==> src/rtl/wdr_pkg.sv <==
package wdr_pkg;

    parameter int ADDR_W    = 5;
    parameter int BUS_W     = 32;
    parameter int PRELOAD_W = 20;

    localparam int OFS_PRE1 = 'h00;
    localparam int OFS_PRE2 = 'h04;
    localparam int OFS_KICK = 'h0C;
    localparam int OFS_CFG  = 'h10;
    localparam int OFS_LOCK = 'h14;

    localparam logic [7:0] MAGIC_ONE = 8'h80;
    localparam logic [7:0] MAGIC_TWO = 8'h86;

    localparam int BIT_KEEPALIVE = 8;
    localparam int BIT_CLR_A     = 9;
    localparam int BIT_CLR_B     = 12;

    typedef enum logic [1:0] {
        SZ_BYTE = 2'd0,
        SZ_HALF = 2'd1,
        SZ_WORD = 2'd2,
        SZ_RSVD = 2'd3
    } bus_size_e;

    typedef enum logic [1:0] {
        ULK_IDLE = 2'd0,
        ULK_STEP = 2'd1,
        ULK_OPEN = 2'd2
    } ulk_state_e;

    typedef struct packed {
        logic       no_reboot;
        logic       fast;
        logic [1:0] irq_type;
    } cfg_t;

    typedef struct packed {
        logic free_run;
        logic enable;
        logic lock;
    } lck_t;

    localparam cfg_t CFG_RESET = '{no_reboot: 1'b0, fast: 1'b0, irq_type: 2'd0};
    localparam lck_t LCK_RESET = '{free_run: 1'b0, enable: 1'b0, lock: 1'b0};

    function automatic logic [BUS_W-1:0] lane_value(input logic [BUS_W-1:0] d,
                                                    input bus_size_e s);
        case (s)
            SZ_BYTE: return BUS_W'(d[7:0]);
            SZ_HALF: return BUS_W'(d[15:0]);
            SZ_WORD: return d;
            default: return '0;
        endcase
    endfunction

    function automatic logic multi_lane(input bus_size_e s);
        return (s == SZ_HALF) || (s == SZ_WORD);
    endfunction

    function automatic int stage_offset(input int idx);
        return (idx == 0) ? OFS_PRE1 : OFS_PRE2;
    endfunction

endpackage

==> src/rtl/wdr_unlock_seq.sv <==
module wdr_unlock_seq
    import wdr_pkg::*;
(
    input  logic              clk,
    input  logic              rst,
    input  logic              wr,
    input  logic [ADDR_W-1:0] addr,
    input  logic [BUS_W-1:0]  wdata,
    input  bus_size_e         size,
    output logic              grant,
    output ulk_state_e        state
);

    logic [BUS_W-1:0] lane;
    logic             at_kick;
    logic             guarded;
    logic             hit_one;
    logic             hit_two;
    logic             consumes;
    ulk_state_e       state_d;

    assign lane    = lane_value(wdata, size);
    assign at_kick = (addr == ADDR_W'(OFS_KICK));
    assign guarded = (addr != ADDR_W'(OFS_CFG)) && (addr != ADDR_W'(OFS_LOCK));
    assign hit_one = wr && at_kick && (size != SZ_RSVD) && (lane == BUS_W'(MAGIC_ONE));
    assign hit_two = wr && at_kick && (size != SZ_RSVD) && (lane == BUS_W'(MAGIC_TWO));

    // Any halfword or word write outside the control offsets leaves a non-idle state.
    assign consumes = wr && multi_lane(size) && guarded;

    always_comb begin
        state_d = state;
        if (hit_one) begin
            state_d = ULK_STEP;
        end else if (hit_two && state == ULK_STEP) begin
            state_d = ULK_OPEN;
        end else if (consumes) begin
            state_d = ULK_IDLE;
        end
    end

    assign grant = consumes && !hit_one && (state == ULK_OPEN);

    always_ff @(posedge clk) begin
        if (rst) state <= ULK_IDLE;
        else     state <= state_d;
    end

endmodule

==> src/rtl/wdr_ctrl_regs.sv <==
module wdr_ctrl_regs
    import wdr_pkg::*;
(
    input  logic              clk,
    input  logic              rst,
    input  logic              wr,
    input  logic [ADDR_W-1:0] addr,
    input  logic [5:0]        wdata_lo,
    input  bus_size_e         size,
    output cfg_t              cfg,
    output lck_t              lck,
    output logic              en_rise
);

    logic cfg_we;
    logic lck_we;

    assign cfg_we  = wr && (size != SZ_RSVD) && (addr == ADDR_W'(OFS_CFG));
    assign lck_we  = wr && (size != SZ_RSVD) && (addr == ADDR_W'(OFS_LOCK)) && !lck.lock;
    assign en_rise = lck_we && wdata_lo[1] && !lck.enable;

    always_ff @(posedge clk) begin
        if (rst) begin
            cfg <= CFG_RESET;
            lck <= LCK_RESET;
        end else begin
            if (cfg_we) begin
                cfg.no_reboot <= wdata_lo[5];
                cfg.fast      <= wdata_lo[2];
                cfg.irq_type  <= wdata_lo[1:0];
            end
            if (lck_we) begin
                lck.lock     <= wdata_lo[0];
                lck.enable   <= wdata_lo[1];
                lck.free_run <= wdata_lo[2];
            end
        end
    end

endmodule

==> src/rtl/wdr_prot_regs.sv <==
module wdr_prot_regs
    import wdr_pkg::*;
#(
    parameter int PW = PRELOAD_W   // must be at least 13 so the command bits fit
) (
    input  logic              clk,
    input  logic              rst,
    input  logic              grant,
    input  logic [ADDR_W-1:0] addr,
    input  logic [PW-1:0]     wdata,
    input  bus_size_e         size,
    input  logic              en_rise,
    output logic [PW-1:0]     pre [2],
    output logic              restart,
    output logic              clr_flag
);

    localparam logic [PW-1:0] PRE_RESET = '1;

    logic kick_cmd;

    for (genvar g = 0; g < 2; g++) begin : g_pre
        logic ld;
        assign ld = grant && (size == SZ_WORD) && (addr == ADDR_W'(stage_offset(g)));
        always_ff @(posedge clk) begin
            if (rst)     pre[g] <= PRE_RESET;
            else if (ld) pre[g] <= wdata;
        end
    end

    assign kick_cmd = grant && (size == SZ_HALF) && (addr == ADDR_W'(OFS_KICK));

    always_ff @(posedge clk) begin
        if (rst) begin
            restart  <= 1'b0;
            clr_flag <= 1'b0;
        end else begin
            restart  <= (kick_cmd && wdata[BIT_KEEPALIVE]) || en_rise;
            clr_flag <= kick_cmd && (wdata[BIT_CLR_A] || wdata[BIT_CLR_B]);
        end
    end

endmodule

==> src/rtl/wdr_readback.sv <==
module wdr_readback
    import wdr_pkg::*;
(
    input  logic              clk,
    input  logic              rst,
    input  logic              rd,
    input  logic [ADDR_W-1:0] addr,
    input  bus_size_e         size,
    input  logic              flag,
    input  cfg_t              cfg,
    input  lck_t              lck,
    output logic [BUS_W-1:0]  rdata
);

    logic [BUS_W-1:0] view;

    always_comb begin
        view = '0;
        if (addr == ADDR_W'(OFS_KICK) && size == SZ_HALF) begin
            view[BIT_CLR_A] = flag;
            view[BIT_CLR_B] = flag;
        end else if (addr == ADDR_W'(OFS_CFG) && size != SZ_RSVD) begin
            view[5]   = cfg.no_reboot;
            view[2]   = cfg.fast;
            view[1:0] = cfg.irq_type;
        end else if (addr == ADDR_W'(OFS_LOCK) && size != SZ_RSVD) begin
            view[2:0] = {lck.free_run, lck.enable, lck.lock};
        end
    end

    always_ff @(posedge clk) begin
        if (rst)     rdata <= '0;
        else if (rd) rdata <= view;
        else         rdata <= '0;
    end

endmodule

==> src/rtl/wdr_regfile.sv <==
module wdr_regfile
    import wdr_pkg::*;
#(
    parameter int PW = PRELOAD_W
) (
    input  logic              clk,
    input  logic              rst,
    input  logic [ADDR_W-1:0] bus_addr,
    input  logic [BUS_W-1:0]  bus_wdata,
    input  logic [1:0]        bus_size,
    input  logic              bus_wr,
    input  logic              bus_rd,
    output logic [BUS_W-1:0]  bus_rdata,
    input  logic              prev_reboot_i,
    output logic [PW-1:0]     pre1_o,
    output logic [PW-1:0]     pre2_o,
    output logic              wd_enable_o,
    output logic              wd_free_run_o,
    output logic              wd_locked_o,
    output logic              reboot_en_o,
    output logic              fast_scale_o,
    output logic [1:0]        irq_type_o,
    output logic              restart_o,
    output logic              clr_flag_o
);

    bus_size_e  sz;
    ulk_state_e ulk_st;
    logic       grant;
    logic       en_rise;
    cfg_t       cfg;
    lck_t       lck;
    logic [PW-1:0] pre [2];

    assign sz = bus_size_e'(bus_size);

    wdr_unlock_seq u_seq (
        .clk   (clk),
        .rst   (rst),
        .wr    (bus_wr),
        .addr  (bus_addr),
        .wdata (bus_wdata),
        .size  (sz),
        .grant (grant),
        .state (ulk_st)
    );

    wdr_ctrl_regs u_ctrl (
        .clk      (clk),
        .rst      (rst),
        .wr       (bus_wr),
        .addr     (bus_addr),
        .wdata_lo (bus_wdata[5:0]),
        .size     (sz),
        .cfg      (cfg),
        .lck      (lck),
        .en_rise  (en_rise)
    );

    wdr_prot_regs #(.PW(PW)) u_prot (
        .clk      (clk),
        .rst      (rst),
        .grant    (grant),
        .addr     (bus_addr),
        .wdata    (bus_wdata[PW-1:0]),
        .size     (sz),
        .en_rise  (en_rise),
        .pre      (pre),
        .restart  (restart_o),
        .clr_flag (clr_flag_o)
    );

    wdr_readback u_rb (
        .clk   (clk),
        .rst   (rst),
        .rd    (bus_rd),
        .addr  (bus_addr),
        .size  (sz),
        .flag  (prev_reboot_i),
        .cfg   (cfg),
        .lck   (lck),
        .rdata (bus_rdata)
    );

    assign pre1_o        = pre[0];
    assign pre2_o        = pre[1];
    assign wd_enable_o   = lck.enable;
    assign wd_free_run_o = lck.free_run;
    assign wd_locked_o   = lck.lock;
    assign reboot_en_o   = !cfg.no_reboot;
    assign fast_scale_o  = cfg.fast;
    assign irq_type_o    = cfg.irq_type;

endmodule

==> config.mk <==
export PLATFORM = sky130hd
export DESIGN_NAME = wdr_regfile
export DESIGN_NICKNAME = d
export VERILOG_FILES = /design/src/rtl/wdr_pkg.sv /design/src/rtl/wdr_unlock_seq.sv /design/src/rtl/wdr_ctrl_regs.sv /design/src/rtl/wdr_prot_regs.sv /design/src/rtl/wdr_readback.sv /design/src/rtl/wdr_regfile.sv
export SDC_FILE = /design/constraint.sdc
export NUM_CORES = 1
export LEC_CHECK = 0
export BUFFER_PORTS_ARGS = -buffer_cell sky130_fd_sc_hd__buf_4
export CELL_PAD_IN_SITES_DETAIL_PLACEMENT = 0
export CELL_PAD_IN_SITES_GLOBAL_PLACEMENT = 1
export CORE_ASPECT_RATIO = 1.1
export CORE_MARGIN = 5
export CORE_UTILIZATION = 34
export DETAILED_ROUTE_END_ITERATION = 10
export PLACE_DENSITY_LB_ADDON = 0.2
export SYNTH_ARGS = -nofsm -noshare
export SYNTH_HDL_FRONTEND = slang
export SYNTH_SLANG_ARGS = --single-unit
==> constraint.sdc <==
create_clock -name clk -period 2.58 [get_ports clk]
set_input_delay 0.387 -clock clk [delete_from_list [all_inputs] [get_ports clk]]
set_output_delay 0.387 -clock clk [all_outputs]
set_load 0.01 [all_outputs]
**Word-level counts from Yosys, hierarchy flattened**

Cells that the tools add are included.

- Flip-flop bits (word level): 82
- Bits of input ports: 44
- Output and inout bits: 81

- Equal/unequal tests: 13
- Reductions and logical operators: 41
- Muxes and demuxes: 7
- Bitwise logic cells: 2

Operator list:

| cell | count |
|---|---|
| 32-bit one-hot mux with 3 select lines | 1 |
| 32-bit by 8-bit equality test with 1-bit output, second input constant | 2 |
| 1-bit logical AND | 26 |
| 5-bit equality test, second input constant | 2 |
| 5-bit != test, second input constant | 2 |
| 3-bit two-way mux | 2 |
| 5-bit by 3-bit equality test with 1-bit output, second input constant | 1 |
| 5-bit by 4-bit equality test with 1-bit output, second input constant | 1 |
| 5-bit zero test | 1 |
| 2-bit by 1-bit equality test with 1-bit output, second input constant | 2 |
| 2-bit equality test, second input constant | 2 |
| 1-bit zero test | 4 |
| 2-bit two-way mux | 2 |
| 2-bit OR reduction | 2 |
| 4-bit OR reduction | 1 |
| 1-bit logical OR | 3 |
| 3-bit nonzero test | 1 |
| 3-bit OR reduction | 1 |
| 2-bit zero test | 1 |
| 1-bit two-way mux | 2 |
| 2-bit != test, second input constant | 1 |
| 1-bit NOT | 2 |
| 2-bit nonzero test | 1 |

**Longest topological paths before layout**

Gate-level depths: netlist of run 1.

- Depth in word-level cells: 11
- Mapped depth: 7
- Mapped depth without buffers: 6

**Hierarchy**

From an unflattened synthesis of run 1, not the netlist that was laid out.

- Cells, all modules: 289
- Area total of the unflattened synthesis: 2782.7 um^2

Modules (own cells, without submodules):

| module | times used | area an instance (um^2) | cells an instance |
|---|---|---|---|
| wdr_prot_regs | 1 | 1639.1 | 165 |
| wdr_readback | 1 | 416.6 | 48 |
| wdr_ctrl_regs | 1 | 369.1 | 35 |
| wdr_unlock_seq | 1 | 354.1 | 40 |
| wdr_regfile | 1 | 3.8 | 1 |

**Least setup slack after synthesis of run 1**

Ideal clock, no wire load.

- Path kind: input to register
- From: input port bus_size[0]
- To: register u_seq.state[0]
- Path slack: 0.678 ns
- Required time: 2.463 ns
- Stages on the path: 5
- Setup time: 0.117 ns
- Buffers on the path: 0
- Arrival time: 1.784 ns
- Cells stage by stage: ha_1 nor4b_1 nand4b_1 or4_1 a32o_1

- Cells in the longest elaborated chain, start to end: 7
- Elaborated cells between the ends (all ways): 17
- Those cells by class: 5 x eq/ne; 3 x mux; 9 x reduce/logical

Ends and longest elaborated chain:

| element | RTL line | RTL |
|---|---|---|
| from (decl) | wdr_regfile.sv:10 | `input logic [1:0] bus_size,` |
| 2-bit equality test, or another cell as far along | wdr_pkg.sv:50, wdr_pkg.sv:59 |  |
| 32-bit one-hot mux with 3 select lines | wdr_pkg.sv:50 | `case (s)` |
| 32-bit by 8-bit equality test with 1-bit output | wdr_unlock_seq.sv:26 | `assign hit_two = wr && at_kick && (size != SZ_RSVD) && (lane == BUS_W'(MAGIC_TWO));` |
| 1-bit logical AND | wdr_unlock_seq.sv:26 |  |
| 1-bit logical AND | wdr_unlock_seq.sv:35 | `end else if (hit_two && state == ULK_STEP) begin` |
| 2-bit two-way mux | wdr_unlock_seq.sv:35 |  |
| 1-bit two-way mux | wdr_unlock_seq.sv:33 | `if (hit_one) begin` |
| to (signal assigned) | wdr_unlock_seq.sv:46 | `else state <= state_d;` |
| to (decl) | wdr_unlock_seq.sv:11 | `output ulk_state_e state` |

Several ways; a longest one is shown, not always the timed one.
A chain may end at the register's enable or synchronous reset.

**Worst setup path in the final report of run 1**

Same ends and word-level chain as after synthesis.

==> out/results.tsv, run 1 <==
stage	metric	value	unit
route	DRC viols	0	
synth	Avg Cell Area, Syn	8.74	um^2
timing	worst rel slew slack	0.641	
cts	TritonCTS buffer count	5	
critical_path	crit end category	flip-flop	
global_routing	first-pass GRT wire length	13900	um
finish	ant diodes	0	
cts	Setup Fix Bufs, Post-CTS	0	
finish	storage element area	1120	um^2
finish	area of the multi-input gates	1340	um^2
critical_path	critical path required time	2.79	ns
floorplan	Initial Utilization	0.349	
timing	Setup TNS	0	ns
critical_path	CP Max Fanout	5	
global_routing	vias in the first global route	2585	
placement	Post-DP HPWL	6060	um
synth	cell taking the most area after synthesis	dfxtp_1	
finish	# nets final	442	
timing	final max-slew violation count	0	
finish	Core Util, Final	0.443	
hold_path	Hold Path Class	input pin to flip-flop	
timing	RSZ-0062 raised after global routing	no	
synth	Yosys top cell area share	0.403	
synth	post-synthesis cell area	2780	um^2
critical_path	crit path DAT	2.11	ns
cts	Max clock buf depth	2	
critical_path	Bufs and invs on worst path	1	
synth	ys async rst share	0	
route	DR vias	2667	
finish	fill count	848	
synth	Seq/Total Area, Yosys	0.403	
timing	FMAX	525	MHz
synth	Gate Count Post-Synth	318	
floorplan	DIE HEIGHT	105	um
flow_run	Max Cap Viol	0	
global_routing	antenna violations before repair	0	
floorplan	Core Area	7960	um^2
cts	cts repair resizes	0	
synth	Synth Area in Compound Gates	0.186	
floorplan	Die ar.	10100	um^2
cts	Clock Sinks	56	
cts	CTS tree	yes	
synth	top post-synthesis cells by area	dfxtp_1 (40%), nor4_1 (11%), a31oi_1 (9.0%)	
synth	largest family of logic cells by synthesized area	simple AND/OR/NAND/NOR gates	
critical_path	Top delay family on crit path	simple AND/OR/NAND/NOR gates	
synth	main flop type after synthesis	dfxtp_1	
cts	H-Tree Depth	2	
synth	yosys warns	0	
cts	Worst-Skew Late Latency	0.31	ns
synth	multiplexer share of the synthesized area	0.0324	
cts	Root Buffer	clkbuf_8	
placement	Port-buffer cells	98	
critical_path	stages on the worst setup path	6	
finish	Syn-to-layout area delta	26.8	%
route	Post-DRT Antenna Nets	0	
critical_path	crit-path cells	buf_4 -> ha_1 -> nor4b_1 -> nand4b_1 -> or4_1 -> a32o_1	
timing	clk_skew	0.00992	ns
timing	Hold Fails Final Rpt	0	
critical_path	kind of critical path	input pin to flip-flop	
route	DR vias/cell	5.31	
cts	Reg clk slew, reported paths	0.10	ns
timing	Tmin final	1.91	ns
finish	fraction of layout cells with a size suffix above 1	0.294	
pwr	Peak VDD IR	244	uV
critical_path	startpoint types	input pin	
floorplan	FP Rows	34	
synth	Unique masters post-synth	38	
hold_path	hold path depth	2	
timing	slew at the pin closest to its max-slew limit	0.538	ns
critical_path	max incr delay on CP	0.47	ns
synth	Post-Synth XOR/XNOR Area	0	
critical_path	Slowest cell on crit path	or4_1	
pwr	Pleak	0.00137	uW
timing	fin crit share	0.739	
route	drt pass-1 iters	4	
run_status	status	completed	
route	initial DRC count	162	
pwr	pwr dens	435	nW/um^2
timing	Finish-stage setup viols	0	
synth	EDFF count, synth	0	
cts	Post-CTS Hold Buffers	0	
critical_path	worst r2r path cells	4	
global_routing	largest net degree at the start of global routing	44	
global_routing	global route total overflow	0	
synth	Synth Area in Adders	0.0225	
route	wire length per cell	17.6	um
route	final WL	8820	um
synth	#FFs+latches synth	56	
floorplan	die width	96.2	um
synth	simple-gate share of the synthesized area	0.208	
global_routing	GRT Util Overall	0.170	
placement	Routability Congestion	0.777	
floorplan	IO Pins	125	
-- cells in the mapped netlist, types with 2 or more instances --
cell type	number
a21oi_1	3
a31oi_1	40
and4_1	2
buf_1	2
buf_2	5
buf_4	29
buf_6	5
clkbuf_1	21
dfxtp_1	56
ha_1	5
inv_1	6
mux2i_1	9
nand2_1	3
nand3_1	3
nor2_1	13
nor2b_1	2
nor3_1	5
nor4_1	49
nor4b_1	2
o21ai_0	26
o21ai_1	15
-- metal layers --
| metal | GRT usage | vias to the layer above | wire [um] |
|---|---|---|---|
| met4 | 0.0335 | 0 | 64 |
| met1 | 0.236 | 1268 | 3890 |
| met3 | 0.0345 | 5 | 596 |
| li1 | - | 1300 | - |
| met5 | 0 | - | 0 |
| met2 | 0.273 | 94 | 4270 |
-- state kept, by name, indices dropped and copies added, names as in the netlist --
name / flops
u_prot.clr_flag: 1
u_ctrl.cfg: 4
u_prot.pre: 40
u_ctrl.lck: 3
u_seq.state: 2
u_rb.rdata: 5
u_prot.restart: 1
-- through the flow --
step | instances | setup slack (ns) | instance area (um^2) | power (uW) | hold WS [ns]
after detailed placement | 494 | 0.356 | 3440 | 1060 | 0.463
after global routing | 502 | 0.576 | 3520 | 1600 | 0.312
after global placement | 494 | 0.417 | 3440 | 1060 | 0.461
final | 502 | 0.674 | 3520 | 1530 | 0.318
after CTS | 502 | 0.681 | 3520 | 1540 | 0.312
after floorplan | 343 | 0.678 | 2870 | 992 | 0.438
-- layout make-up --
type / instances / area share
Tap cell: 108 / 0.0384
Sequential cell: 56 / 0.318
Inverter: 6 / 0.00639
Timing Repair Buffer: 105 / 0.231
Clock buffer: 5 / 0.0195
Multi-Input combinational cell: 219 / 0.381
Clock inverter: 3 / 0.00533
-- worst paths after layout --
path / slack [ns] / from / end
max: 0.67 / bus_size[0] / u_seq.state[0]$_SDFFE_PP0P_
max reg2reg: 0.98 / u_seq.state[1]$_SDFFE_PP0P_ / u_prot.restart$_SDFF_PP0_
min reg2reg: 0.48 / u_seq.state[1]$_SDFFE_PP0P_ / u_seq.state[1]$_SDFFE_PP0P_
min: 0.32 / rst / u_ctrl.lck[1]$_SDFFE_PP0P_
-- placed cells by master, fill, tap and decap left out, drive strengths merged, types with 5 or more instances in the layout --
master,synthesis,final
a31oi,40,40
buf,41,105
clkbuf,21,5
conb,1,26
dfxtp,56,56
ha,5,5
inv,6,6
mux2i,9,9
nor2,13,13
nor3,5,5
nor4,50,50
o21ai,41,41
-- kinds of logic after synthesis --
kind of cell | after synthesis
AOI/OAI and AO/OA | 89
buffers and inverters | 68
adders and majority gates | 5
muxes | 9
and+or+nand+nor | 90
other | 1
DFF | 56
-- power by group --
| part | total (uW) | switching [uW] | internal [uW] |
|---|---|---|---|
| registers | 865 | 0.541 | 865 |
| logic | 174 | 108 | 66.0 |
| clock network | 492 | 302 | 191 |
Power figures use the tool's default switching activity.
==> run 2, diff against run 1 <==
CORE_UTILIZATION = 30   (was 34)
clock period = 1.6 ns   (was 2.58 ns; I/O delays follow)
==> run 2 against run 1 <==
  * Via count rose by 5.6%
  * Die area grew 12%
  * First-iteration DRC count is 32% lower
  * Clock skew increased by 0.0013 ns
  * Total power up 76%
  * Highest routed layer unchanged
==> out/results.tsv, run 2 (same netlist as run 1, synthesis figures left out) <==
stage	metric	value	unit
placement	Post-DP HPWL	6690	um
route	DR vias	2816	
global_routing	largest net degree at the start of global routing	41	
hold_path	Hold Path Class	input pin to flip-flop	
route	final WL	9270	um
placement	placed inst area	3800	um^2
placement	Port-buffer cells	98	
cts	Clock Sinks	56	
critical_path	critical path required time	1.80	ns
timing	final max-slew violation count	0	
hold_path	Hold Startpoint	rst	
timing	clk_skew	0.0112	ns
finish	# nets final	481	
cts	Reg clk slew, reported paths	0.10	ns
timing	Finish-stage setup viols	0	
floorplan	DIE HEIGHT	111	um
route	Post-DRT Antenna Nets	0	
run_status	status	completed	
global_routing	first-pass GRT wire length	14500	um
finish	fraction of layout cells with a size suffix above 1	0.388	
critical_path	crit path DAT	1.79	ns
floorplan	die width	102	um
timing	post-route setup slack	0.0143	ns
route	initial DRC count	110	
flow_run	Max Cap Viol	0	
route	wire length per cell	17.0	um
critical_path	Crit. Startpoint	bus_size[0]	
global_routing	GRT Util Overall	0.157	
placement	Place WS	-0.343	ns
pwr	Clk pwr share	0.352	
timing	RSZ-0062 raised after global routing	yes	
critical_path	CP Max Fanout	4	
critical_path	setup slack, reg-to-reg	0.09	ns
cts	TritonCTS buffer count	5	
finish	most frequent cells in the layout	buf_4 (138), dfxtp_1 (55), nor4_1 (45), a31oi_1 (40), o21ai_1 (38)	
pwr	Sw Ratio	0.251	
finish	max reg flops	40	
pwr	Logic pwr share	0.131	
placement	Cell Count Post-Placement	539	
timing	fin crit share	0.991	
finish	Syn-to-layout area delta	42.4	%
route	DRC viols	0	
floorplan	Core Area	8960	um^2
cts	CTS tree	yes	
critical_path	startpoint types	input pin	
cts	Root Buffer	clkbuf_8	
floorplan	FP Rows	36	
global_routing	vias in the first global route	2806	
finish	commonest non-fill, non-tap cell in the layout	buf_4	
global_routing	antenna violations before repair	0	
critical_path	r2r startpoint	u_seq.state[1]$_SDFFE_PP0P_	
finish	ant diodes	0	
route	DR vias/cell	5.15	
finish	post-route insts no fill	547	
pwr	Pleak	0.00159	uW
placement	Routability Congestion	0.742	
cts	Worst-Skew Late Latency	0.32	ns
timing	Tmin final	1.59	ns
critical_path	kind of critical path	input pin to flip-flop	
cts	Setup Fix Bufs, Post-CTS	0	
global_routing	global route total overflow	0	
floorplan	IO Pins	125	
floorplan	Initial Utilization	0.310	
finish	Finished Cell Area	3960	um^2
timing	Hold Fails Final Rpt	0	
pwr	Peak VDD IR	340	uV
cts	Max clock buf depth	2	
pwr	switching power	676	uW
pwr	share of power burned in registers	0.517	
finish	Core Util, Final	0.442	
finish	biggest regs	u_prot.pre: 40 flops, u_rb.rdata: 5 flops, u_ctrl.cfg: 4 flops	
timing	FMAX	631	MHz
route	drt pass-1 iters	5	
pwr	Int Power	2020	uW
cts	H-Tree Depth	2	
finish	Most flops, register	u_prot.pre	
floorplan	Die ar.	11300	um^2
pwr	pwr dens	681	nW/um^2
critical_path	crit end category	flip-flop	
-- run 2: cell count changes in the layout (fill, tap and decap cells not counted), moves of 2 or more --
cell / before / now
buf_4: 103 / 138
o21ai_0: 26 / 3
o21ai_1: 15 / 38
buf_12: 2 / 6
nor4_1: 49 / 45
nor4_2: 0 / 4
ha_1: 5 / 2
ha_2: 0 / 3
nor4b_1: 2 / 0
nor4b_2: 0 / 2
-- run 2: through the flow --
stage | setup TNS (ns) | power, uW | hold WS, ns
after floorplan | -1.66 | 1600 | 0.381
after global placement | -6.36 | 1770 | 0.481
after detailed placement | -6.59 | 1770 | 0.485
after CTS | 0 | 2720 | 0.159
after global routing | -0.0149 | 2800 | 0.158
final | 0 | 2700 | 0.165
-- run 2: repair_timing --
action,CTS,global route
hold buffers,0,0
resized for setup,5,5
endpoints found under the setup margin,1,3
pin swaps,4,2
-- run 2: power by group through the flow --
| stage | Clock (uW) | Sequential (uW) | Combinational [uW] |
|---|---|---|---|
| after global routing | 1020 | 1400 | 381 |
| after global placement | 0 | 1430 | 344 |
| final | 948 | 1390 | 353 |
| after detailed placement | 0 | 1430 | 344 |
| after CTS | 976 | 1400 | 349 |
| after floorplan | 0 | 1430 | 175 |
-- run 2: layout make-up --
type | count | area [um^2]
fillers | 926 | 5010
inverters | 6 | 22.5
well taps | 114 | 143
clock inverters | 3 | 42.5
repair buffers | 144 | 1160
flip-flops and latches | 56 | 1120
clock buffers | 5 | 68.8
multi-input cells | 219 | 1400
-- run 2: worst max-delay path, cell delays in order --
cell      delay (ns)
buf_4           0.13
ha_2            0.19
nor4bb_2        0.28
nand4b_1        0.16
or4_4           0.56
a32o_1          0.24
-- run 2: final timing paths --
kind / end / cells after the start
max reg2reg: u_prot.pre[14]$_SDFFE_PP1P_ / 5
min: u_ctrl.lck[0]$_SDFFE_PP0P_ / 2
max: u_seq.state[0]$_SDFFE_PP0P_ / 6
min reg2reg: u_seq.state[1]$_SDFFE_PP0P_ / 2
-- run 2: layer usage --
metal / GRT usage / vias to the layer above / routed length, um
met5: 0 / - / 0
met4: 0.0363 / 0 / 107
met3: 0.0371 / 10 / 735
met2: 0.251 / 99 / 4320
met1: 0.213 / 1326 / 4110
li1: - / 1381 / -
